[config.mk]
export PLATFORM = sky130hd
export DESIGN_NAME = pause_width_demod
export DESIGN_NICKNAME = d
export VERILOG_FILES = /design/src/rtl/pwd_pkg.sv /design/src/rtl/pwd_datapath.sv /design/src/rtl/pwd_ctrl.sv /design/src/rtl/pause_width_demod.sv
export SDC_FILE = /design/constraint.sdc
export NUM_CORES = 1
export LEC_CHECK = 0
export ABC_AREA = 1
export ABC_CLOCK_PERIOD_IN_PS = 2100
export BUFFER_PORTS_ARGS = -buffer_cell sky130_fd_sc_hd__buf_2
export CAP_MARGIN = 20
export CORE_ASPECT_RATIO = 1.75
export CORE_MARGIN = 2
export CORE_UTILIZATION = 54
export CTS_CLUSTER_DIAMETER = 150
export CTS_CLUSTER_SIZE = 8
export DETAILED_ROUTE_END_ITERATION = 10
export GPL_TIMING_DRIVEN = 0
export MAX_ROUTING_LAYER = met4
export PLACE_DENSITY_LB_ADDON = 0.08
export SLEW_MARGIN = 20
export SYNTH_ARGS = -nofsm -noshare
export SYNTH_HDL_FRONTEND = slang
export SYNTH_HIERARCHICAL = 1
export SYNTH_SLANG_ARGS = --single-unit
[constraint.sdc]
create_clock -name clk -period 2.1 [get_ports clk]
set_input_delay 0 -clock clk [delete_from_list [all_inputs] [get_ports clk]]
set_output_delay 0 -clock clk [all_outputs]
set_load 0.02 [all_outputs]
[src/rtl/pwd_pkg.sv]
`timescale 1ns/1ps
package pwd_pkg;
  // strobes from control to datapath
  typedef struct packed {
    logic startBit;  // restart interval counter, capture bit start time
    logic clrIdle;   // restart start-of-frame wait counter
    logic capEnd;    // latch frame end timestamp
  } dpCtl_t;

  typedef enum logic {ST_WAIT, ST_RX} rxState_t;
endpackage

[src/rtl/pwd_datapath.sv]
`timescale 1ns/1ps
module pwd_datapath
  import pwd_pkg::*;
#(
  parameter int PAUSE_TICKS = 4,
  parameter int BIT_LIMIT   = 31,
  parameter int SOF_LIMIT   = 840,
  parameter int IV_W        = 5,
  parameter int IDLE_W      = 10,
  parameter int TS_W        = 16
) (
  input  logic              clk,
  input  logic              rst,
  input  logic              tickEn,
  input  logic              fieldIn,
  input  dpCtl_t            ctl,
  output logic              pauseEdge,
  output logic [IV_W:0]     ivNext,
  output logic [IDLE_W-1:0] idleNext,
  output logic [TS_W-1:0]   frameEndTs
);
  logic [1:0]        syncQ;
  logic              fieldSync;
  logic              fieldTick;
  logic [TS_W-1:0]   tsCnt;
  logic [TS_W-1:0]   bitStartTs;
  logic [IV_W-1:0]   ivCnt;
  logic [IDLE_W-1:0] idleCnt;

  assign fieldSync = syncQ[1];
  // falling field level seen between two consecutive ticks
  assign pauseEdge = tickEn & fieldTick & ~fieldSync;
  assign ivNext    = {1'b0, ivCnt} + 1'b1;
  assign idleNext  = idleCnt + 1'b1;

  always_ff @(posedge clk) begin
    if (rst) begin
      syncQ      <= '0;
      fieldTick  <= 1'b0;
      tsCnt      <= '0;
      bitStartTs <= '0;
      ivCnt      <= '0;
      idleCnt    <= '0;
      frameEndTs <= '0;
    end else begin
      syncQ <= {syncQ[0], fieldIn};
      if (tickEn) begin
        fieldTick <= fieldSync;
        tsCnt     <= tsCnt + 1'b1;
      end
      if (ctl.startBit) begin
        ivCnt      <= '0;
        bitStartTs <= tsCnt;
      end else if (tickEn && ivCnt != IV_W'(BIT_LIMIT)) begin
        ivCnt <= ivCnt + 1'b1;
      end
      if (ctl.clrIdle)   idleCnt <= '0;
      else if (tickEn)   idleCnt <= idleCnt + 1'b1;
      if (ctl.capEnd)    frameEndTs <= bitStartTs + TS_W'(PAUSE_TICKS);
    end
  end

  // control must restart the wait counter before it reaches the limit
  p_idle_bound_r8: assert property (@(posedge clk) disable iff (rst)
    idleCnt < IDLE_W'(SOF_LIMIT));
endmodule

[src/rtl/pwd_ctrl.sv]
`timescale 1ns/1ps
module pwd_ctrl
  import pwd_pkg::*;
#(
  parameter int PAUSE_TICKS = 4,
  parameter int THRESH      = 17,
  parameter int BIT_LIMIT   = 31,
  parameter int SOF_LIMIT   = 840,
  parameter int MIN_BITS    = 6,
  parameter int MAX_BITS    = 23,
  parameter int CNT_W       = 5,
  parameter int IV_W        = 5,
  parameter int IDLE_W      = 10
) (
  input  logic              clk,
  input  logic              rst,
  input  logic              tickEn,
  input  logic              pauseEdge,
  input  logic [IV_W:0]     ivNext,
  input  logic [IDLE_W-1:0] idleNext,
  output dpCtl_t            ctl,
  output logic              bitValid,
  output logic              bitValue,
  output logic              codeViol,
  output logic              frameDone,
  output logic              frameError,
  output logic [CNT_W-1:0]  bitCount
);
  localparam int IVN_W = IV_W + 1;

  rxState_t state;
  logic tooLong, tooShort, inRange, violation, bitOk, sofTimeout;

  always_comb begin
    inRange    = (bitCount >= CNT_W'(MIN_BITS)) && (bitCount <= CNT_W'(MAX_BITS));
    tooLong    = ivNext >= IVN_W'(BIT_LIMIT);
    tooShort   = ivNext < IVN_W'(PAUSE_TICKS);
    violation  = tickEn && (state == ST_RX) && (tooLong || (pauseEdge && tooShort));
    bitOk      = tickEn && (state == ST_RX) && !tooLong && pauseEdge && !tooShort;
    sofTimeout = tickEn && (state == ST_WAIT) && !pauseEdge && (idleNext >= IDLE_W'(SOF_LIMIT));
    ctl.startBit = ((state == ST_WAIT) && pauseEdge) || bitOk;
    ctl.clrIdle  = (state == ST_RX) || sofTimeout || ctl.startBit;
    ctl.capEnd   = violation && inRange;
  end

  always_ff @(posedge clk) begin
    if (rst) begin
      state      <= ST_WAIT;
      bitValid   <= 1'b0;
      bitValue   <= 1'b0;
      codeViol   <= 1'b0;
      frameDone  <= 1'b0;
      frameError <= 1'b0;
      bitCount   <= '0;
    end else begin
      bitValid   <= 1'b0;
      codeViol   <= 1'b0;
      frameDone  <= 1'b0;
      frameError <= 1'b0;
      if ((state == ST_WAIT) && ctl.startBit) begin
        state    <= ST_RX;
        bitCount <= '0;
      end
      if (sofTimeout) frameError <= 1'b1;
      if (bitOk) begin
        bitValid <= 1'b1;
        bitValue <= ivNext > IVN_W'(THRESH);
        if (bitCount != '1) bitCount <= bitCount + 1'b1;
      end
      if (violation) begin
        codeViol   <= 1'b1;
        frameDone  <= inRange;
        frameError <= !inRange;
        state      <= ST_WAIT;
      end
    end
  end

  // an accepted frame always has a legal length
  p_done_range_r5: assert property (@(posedge clk) disable iff (rst)
    frameDone |-> (bitCount >= CNT_W'(MIN_BITS) && bitCount <= CNT_W'(MAX_BITS)));
  // accept and reject never coincide
  p_end_onehot_r6: assert property (@(posedge clk) disable iff (rst)
    $onehot0({frameDone, frameError}));
  // every violation closes the frame one way or the other
  p_viol_closes_r10: assert property (@(posedge clk) disable iff (rst)
    codeViol |-> (frameDone || frameError));
  // decode events only follow a tick
  p_tick_aligned_r9: assert property (@(posedge clk) disable iff (rst)
    (bitValid || codeViol) |-> $past(tickEn));
endmodule

[src/rtl/pause_width_demod.sv]
`timescale 1ns/1ps
module pause_width_demod
  import pwd_pkg::*;
#(
  parameter int PAUSE_TICKS = 4,
  parameter int BIT0_TICKS  = 13,
  parameter int BIT1_TICKS  = 21,
  parameter int SOF_BITS    = 40,
  parameter int MIN_BITS    = 6,
  parameter int MAX_BITS    = 23,
  parameter int CNT_W       = 5,
  parameter int TS_W        = 16
) (
  input  logic             clk,
  input  logic             rst,
  input  logic             tickEn,
  input  logic             fieldIn,
  output logic             bitValid,
  output logic             bitValue,
  output logic             codeViol,
  output logic             frameDone,
  output logic             frameError,
  output logic [CNT_W-1:0] bitCount,
  output logic [TS_W-1:0]  frameEndTs
);
  localparam int THRESH    = (BIT0_TICKS + BIT1_TICKS) / 2;
  localparam int BIT_LIMIT = BIT1_TICKS * 3 / 2;
  localparam int SOF_LIMIT = SOF_BITS * BIT1_TICKS;
  localparam int IV_W      = $clog2(BIT_LIMIT + 1);
  localparam int IDLE_W    = $clog2(SOF_LIMIT + 1);

  dpCtl_t            ctl;
  logic              pauseEdge;
  logic [IV_W:0]     ivNext;
  logic [IDLE_W-1:0] idleNext;

  pwd_datapath #(
    .PAUSE_TICKS(PAUSE_TICKS), .BIT_LIMIT(BIT_LIMIT), .SOF_LIMIT(SOF_LIMIT),
    .IV_W(IV_W), .IDLE_W(IDLE_W), .TS_W(TS_W)
  ) dp_i (
    .clk(clk), .rst(rst), .tickEn(tickEn), .fieldIn(fieldIn), .ctl(ctl),
    .pauseEdge(pauseEdge), .ivNext(ivNext), .idleNext(idleNext),
    .frameEndTs(frameEndTs)
  );

  pwd_ctrl #(
    .PAUSE_TICKS(PAUSE_TICKS), .THRESH(THRESH), .BIT_LIMIT(BIT_LIMIT),
    .SOF_LIMIT(SOF_LIMIT), .MIN_BITS(MIN_BITS), .MAX_BITS(MAX_BITS),
    .CNT_W(CNT_W), .IV_W(IV_W), .IDLE_W(IDLE_W)
  ) ctrl_i (
    .clk(clk), .rst(rst), .tickEn(tickEn), .pauseEdge(pauseEdge),
    .ivNext(ivNext), .idleNext(idleNext), .ctl(ctl),
    .bitValid(bitValid), .bitValue(bitValue), .codeViol(codeViol),
    .frameDone(frameDone), .frameError(frameError), .bitCount(bitCount)
  );
endmodule

## Word-level counts from Yosys, hierarchy flattened

Index checks and enable logic that the tools add are counted.

| word-level totals | value |
|---|---|
| input bits | 4 |
| output and inout bits | 26 |
| logic and storage cells | 66 |
| flip-flop bits (word level) | 77 |

| operators by class | value |
|---|---|
| multiplexer cells | 7 |
| add/subtract/negate cells | 6 |
| equal/unequal tests | 2 |
| $lt $le $gt $ge | 6 |
| reductions and logical operators | 26 |
| bitwise logic cells | 5 |

Operator list:

| operator | count |
|---|---|
| $add A16 B1 Y16 const B | 1 |
| $add A16 B3 Y16 const B | 1 |
| $mux W5 | 3 |
| $logic_and A1 B1 Y1 | 14 |
| $add A10 B1 Y10 const B | 1 |
| $add A5 B1 Y5 const B | 2 |
| $ge A10 B10 Y1 const B | 1 |
| $ne A5 B5 Y1 const B | 2 |
| $reduce_or A2 Y1 | 4 |
| $add A5 B1 Y6 const B | 1 |
| $ge A6 B5 Y1 const B | 1 |
| $gt A6 B5 Y1 const B | 1 |
| $lt A6 B3 Y1 const B | 1 |
| $ge A5 B3 Y1 const B | 1 |
| $le A5 B5 Y1 const B | 1 |
| $logic_not A1 Y1 | 4 |
| $logic_or A1 B1 Y1 | 4 |
| $mux W1 | 4 |
| $not A1 Y1 | 3 |
| $and A1 B1 Y1 | 2 |

## Longest topological paths before layout

| depth | value |
|---|---|
| depth after elaboration | 11 |
| depth in mapped cells | 16 |
| mapped depth without buffers | 14 |

## Modules after synthesis

The synthesis kept the hierarchy.

By module, submodules not included:

| module | sequential area each (um^2) | area each (um^2) | cells each | times used |
|---|---|---|---|---|
| pwd_datapath | 1321.3 | 3171.8 | 445 | 1 |
| pwd_ctrl | 220.2 | 775.7 | 127 | 1 |

## Worst setup path after synthesis

No wires, ideal clock.

| timing | value |
|---|---|
| path kind | flip-flop to flip-flop |
| start | reg dp_i.ivCnt[0] |
| end | reg dp_i.frameEndTs[8] |
| setup time | 0.056 ns |
| slack | -0.025 ns |
| path buffers | 2 |
| data arrival time | 2.069 ns |
| period minus slack after synthesis | 2.125 ns |
| data required time | 2.044 ns |
| stages on the path, launching flop included | 16 |
| cell sequence | dfxtp_1 > ha_1 > nand2_1 > nor2_1 > ha_1 > inv_1 > nand3_1 > nand3_1 > nand2_1 > nor2_1 > clkbuf_1 > buf_2 > nor2_1 > nor2_1 > o21ai_1 > inv_1 |

RTL lines:

| what | line | RTL |
|---|---|---|
| from (decl) | pwd_datapath.sv:27 | `logic [IV_W-1:0] ivCnt;` |
| from (signal assigned) | pwd_datapath.sv:55 | `ivCnt <= ivCnt + 1'b1;` |
| to (signal assigned) | pwd_datapath.sv:59 | `if (ctl.capEnd) frameEndTs <= bitStartTs + TS_W'(PAUSE_TICKS);` |
| to (decl) | pwd_datapath.sv:20 | `output logic [TS_W-1:0] frameEndTs` |

==> metrics <==
post-place setup slack=-337 ps; Initial Utilization=55.4%; clk buf depth=2; Fmax=0.487 GHz; gpl congestion=between 0.9 and 1; DRC Markers=0; Critical Path RT=around 2300 ps; final hold vios=0; io pins=30; clock tree sinks=77; Hold Path Class=input pin to register; DR vias/cell=5.21; leading cell type in the layout, fill and taps excluded=nand2_1; synthesized instance count=572; GRT Total Usage=25.0%; met1 WL=3.54 mm; Leakage=2.29 nW; WHS=28.8 ps; Die Ht=117 um; Worst-path clk slew=60 ps; largest net degree at the start of global routing=12; post-route ant nets=0; I/O Buffers=28; final slew viol count=0; vias post-DR=3692; CTS tree=done; syn nets=584; vias in the first global route=3384; drt wl/cell=about 13 um; Pwr per Cell Area=675 nW/um^2; count of unique library cells instantiated by Yosys=36; Total Nets Final=~630; synthesized area=3950 sq um; Layout area overhead=21.7%; Crit Path Class=register to register; Final Routed Wirelength=9.31 mm; number of CTS-inserted buffers=9; sequential-to-total area share from yosys stat=39.0%; Worst Tran Pin Value=548 ps; crit share post-route=between 90% and 100%; Slew HR=between 60% and 70%; global-route wire length before repair=14.6 mm; Die Wd=between 60 and 70 um; H-Tree Depth=3; Yosys reg bits=77; Initial DRC Count=202; row count=41; Worst setup SP type=register; RSZ-0062 raised after global routing=true; Layout Skew=5.20 ps; Max-cap violations=0; dpl hpwl=6.66 mm; Max FO, Critical Path=8; highest metal used=met4; antenna cells=0; most frequent cells in the layout=nand2_1 (105), nor2_1 (89), inv_1 (72); post-route setup slack=46.5 ps; proportion of layout cells with a drive suffix above 1=21.8%; DR WL met2=5.32 mm; remaining global-route overflow=0; Finish-stage setup viols=0; Critical Path End Type=register; Worst Path Arrival=2280 ps; Core Area=7130 sq um; Clock Latency Late Sink=340 ps; initial antenna violation count=0; VDD IR max=between 0.7 and 0.8 mV; Die ar.=8040 sq um; Root Buffer=clkbuf_16; TritonRoute pass-1 iters=4; Ys Warns=6; fin crit period=2050 ps; routed wl met3=between 200 and 250 um; status=complete, no violations; synthesized area per cell=between 6 and 7 sq um
## synth_stat cells, drive strengths merged
master,number,area (sq um)
nand4,10,68.8
nand3b,2,15.0
o21bai,2,18.8
clkbuf,4,25.0
nor2,110,503
clkinv,1,3.75
o221ai,1,8.76
nor3,8,40.0
or2,2,12.5
ha,8,100
a31oi,1,6.26
nand2,118,470
o21ai,46,234
nand3,42,250
buf,13,67.6
a21oi,35,186
inv,82,308
dfxtp,77,1540
xor2,8,70.1
xnor2,2,17.5
## stage by stage
step	setup TNS [ps]	instances	area (sq um)	power, mW	util [%]
2_1_floorplan	0	572	3950	1.72	-
3_3_place_gp	-7670	686	4200	1.77	58.9
3_5_place_dp	-9280	686	4200	1.78	58.9
4_1_cts	0	707	4600	3.24	64.5
5_1_grt	-607	709	4800	3.35	67.4
6_report	0	709	4800	3.24	67.4
## power breakdown
part	switching, mW	leakage (nW)	internal, mW
logic	0.155	1.52	0.0935
clock network	0.552	0.139	0.888
registers	0.0487	0.628	1.50
## per-layer routing
layer / GRT usage (%) / up-vias
li1: - / 1895
met1: 23.9 / 1720
met2: 46.8 / 59
met3: 3.63 / 18
met4: 11.6 / 0
met5: - / -
## repair_timing
| action | 4_1_cts | 5_1_grt |
|---|---|---|
| pin swaps | 5 | 16 |
| gates resized for setup | 24 | 58 |
| hold buffers | 1 | 0 |
| endpoints found under the setup margin | 43 | 47 |
| hold endpoints to repair | 1 | 0 |
| buffers inserted | 5 | 2 |
## flip-flops by register name, indices dropped and copies added (netlist names), 2 cells and up
| signal | flops |
|---|---|
| dp_i/bitStartTs | 16 |
| dp_i/frameEndTs | 16 |
| ctrl_i/bitCount | 5 |
| dp_i/ivCnt | 5 |
| dp_i/tsCnt | 16 |
| dp_i/idleCnt | 10 |
| dp_i/syncQ | 2 |
## area by class of cell
type	instances	area, sq um
sequential	77	1560
multi-input combinational	395	2200
clock inverter	1	5.00
buffer	17	140
tap	86	108
fill	641	2330
inverter	83	318
clock buffer	14	274
timing repair buffer	36	203
## logic make-up (layout without fill, tap and decap cells)
| family | count (synthesis) | after routing | synth area share, % |
|---|---|---|---|
| compound gates | 85 | 85 | 11.5 |
| xor+xnor | 10 | 10 | 2.22 |
| fa+ha+maj | 8 | 8 | 2.54 |
| buf+inv | 100 | 151 | 10.2 |
| flops | 77 | 77 | 39.0 |
| simple gates | 292 | 292 | 34.5 |
## worst paths after layout
kind	slack, ps	endpoint	start	cells past startpoint
worst min register to register	430	dp_i/syncQ[1]$_SDFF_PP0_	dp_i/syncQ[0]$_SDFF_PP0_	2
worst min-delay path	30	ctrl_i/bitCount[2]$_SDFF_PP0_	rst	2
worst max-delay path	50	dp_i/frameEndTs[8]$_SDFFE_PP0P_	dp_i/ivCnt[0]$_SDFFE_PP0P_	14
worst max register to register	50	dp_i/frameEndTs[8]$_SDFFE_PP0P_	dp_i/ivCnt[0]$_SDFFE_PP0P_	14
## worst max-delay path: stages, from the launching register on
cell and delay (ps):
dfxtp_4 360, ha_4 180, nand2_4 60, nor2_4 40, ha_4 310, nand2_4 60
inv_2 60, nand2_2 60, nand3_2 90, nand2_4 60, nor2_4 120, buf_8 130
clkinvlp_4 170, o21ai_1 170, inv_1 40
No activity file was read; power rests on OpenSTA's default activity.
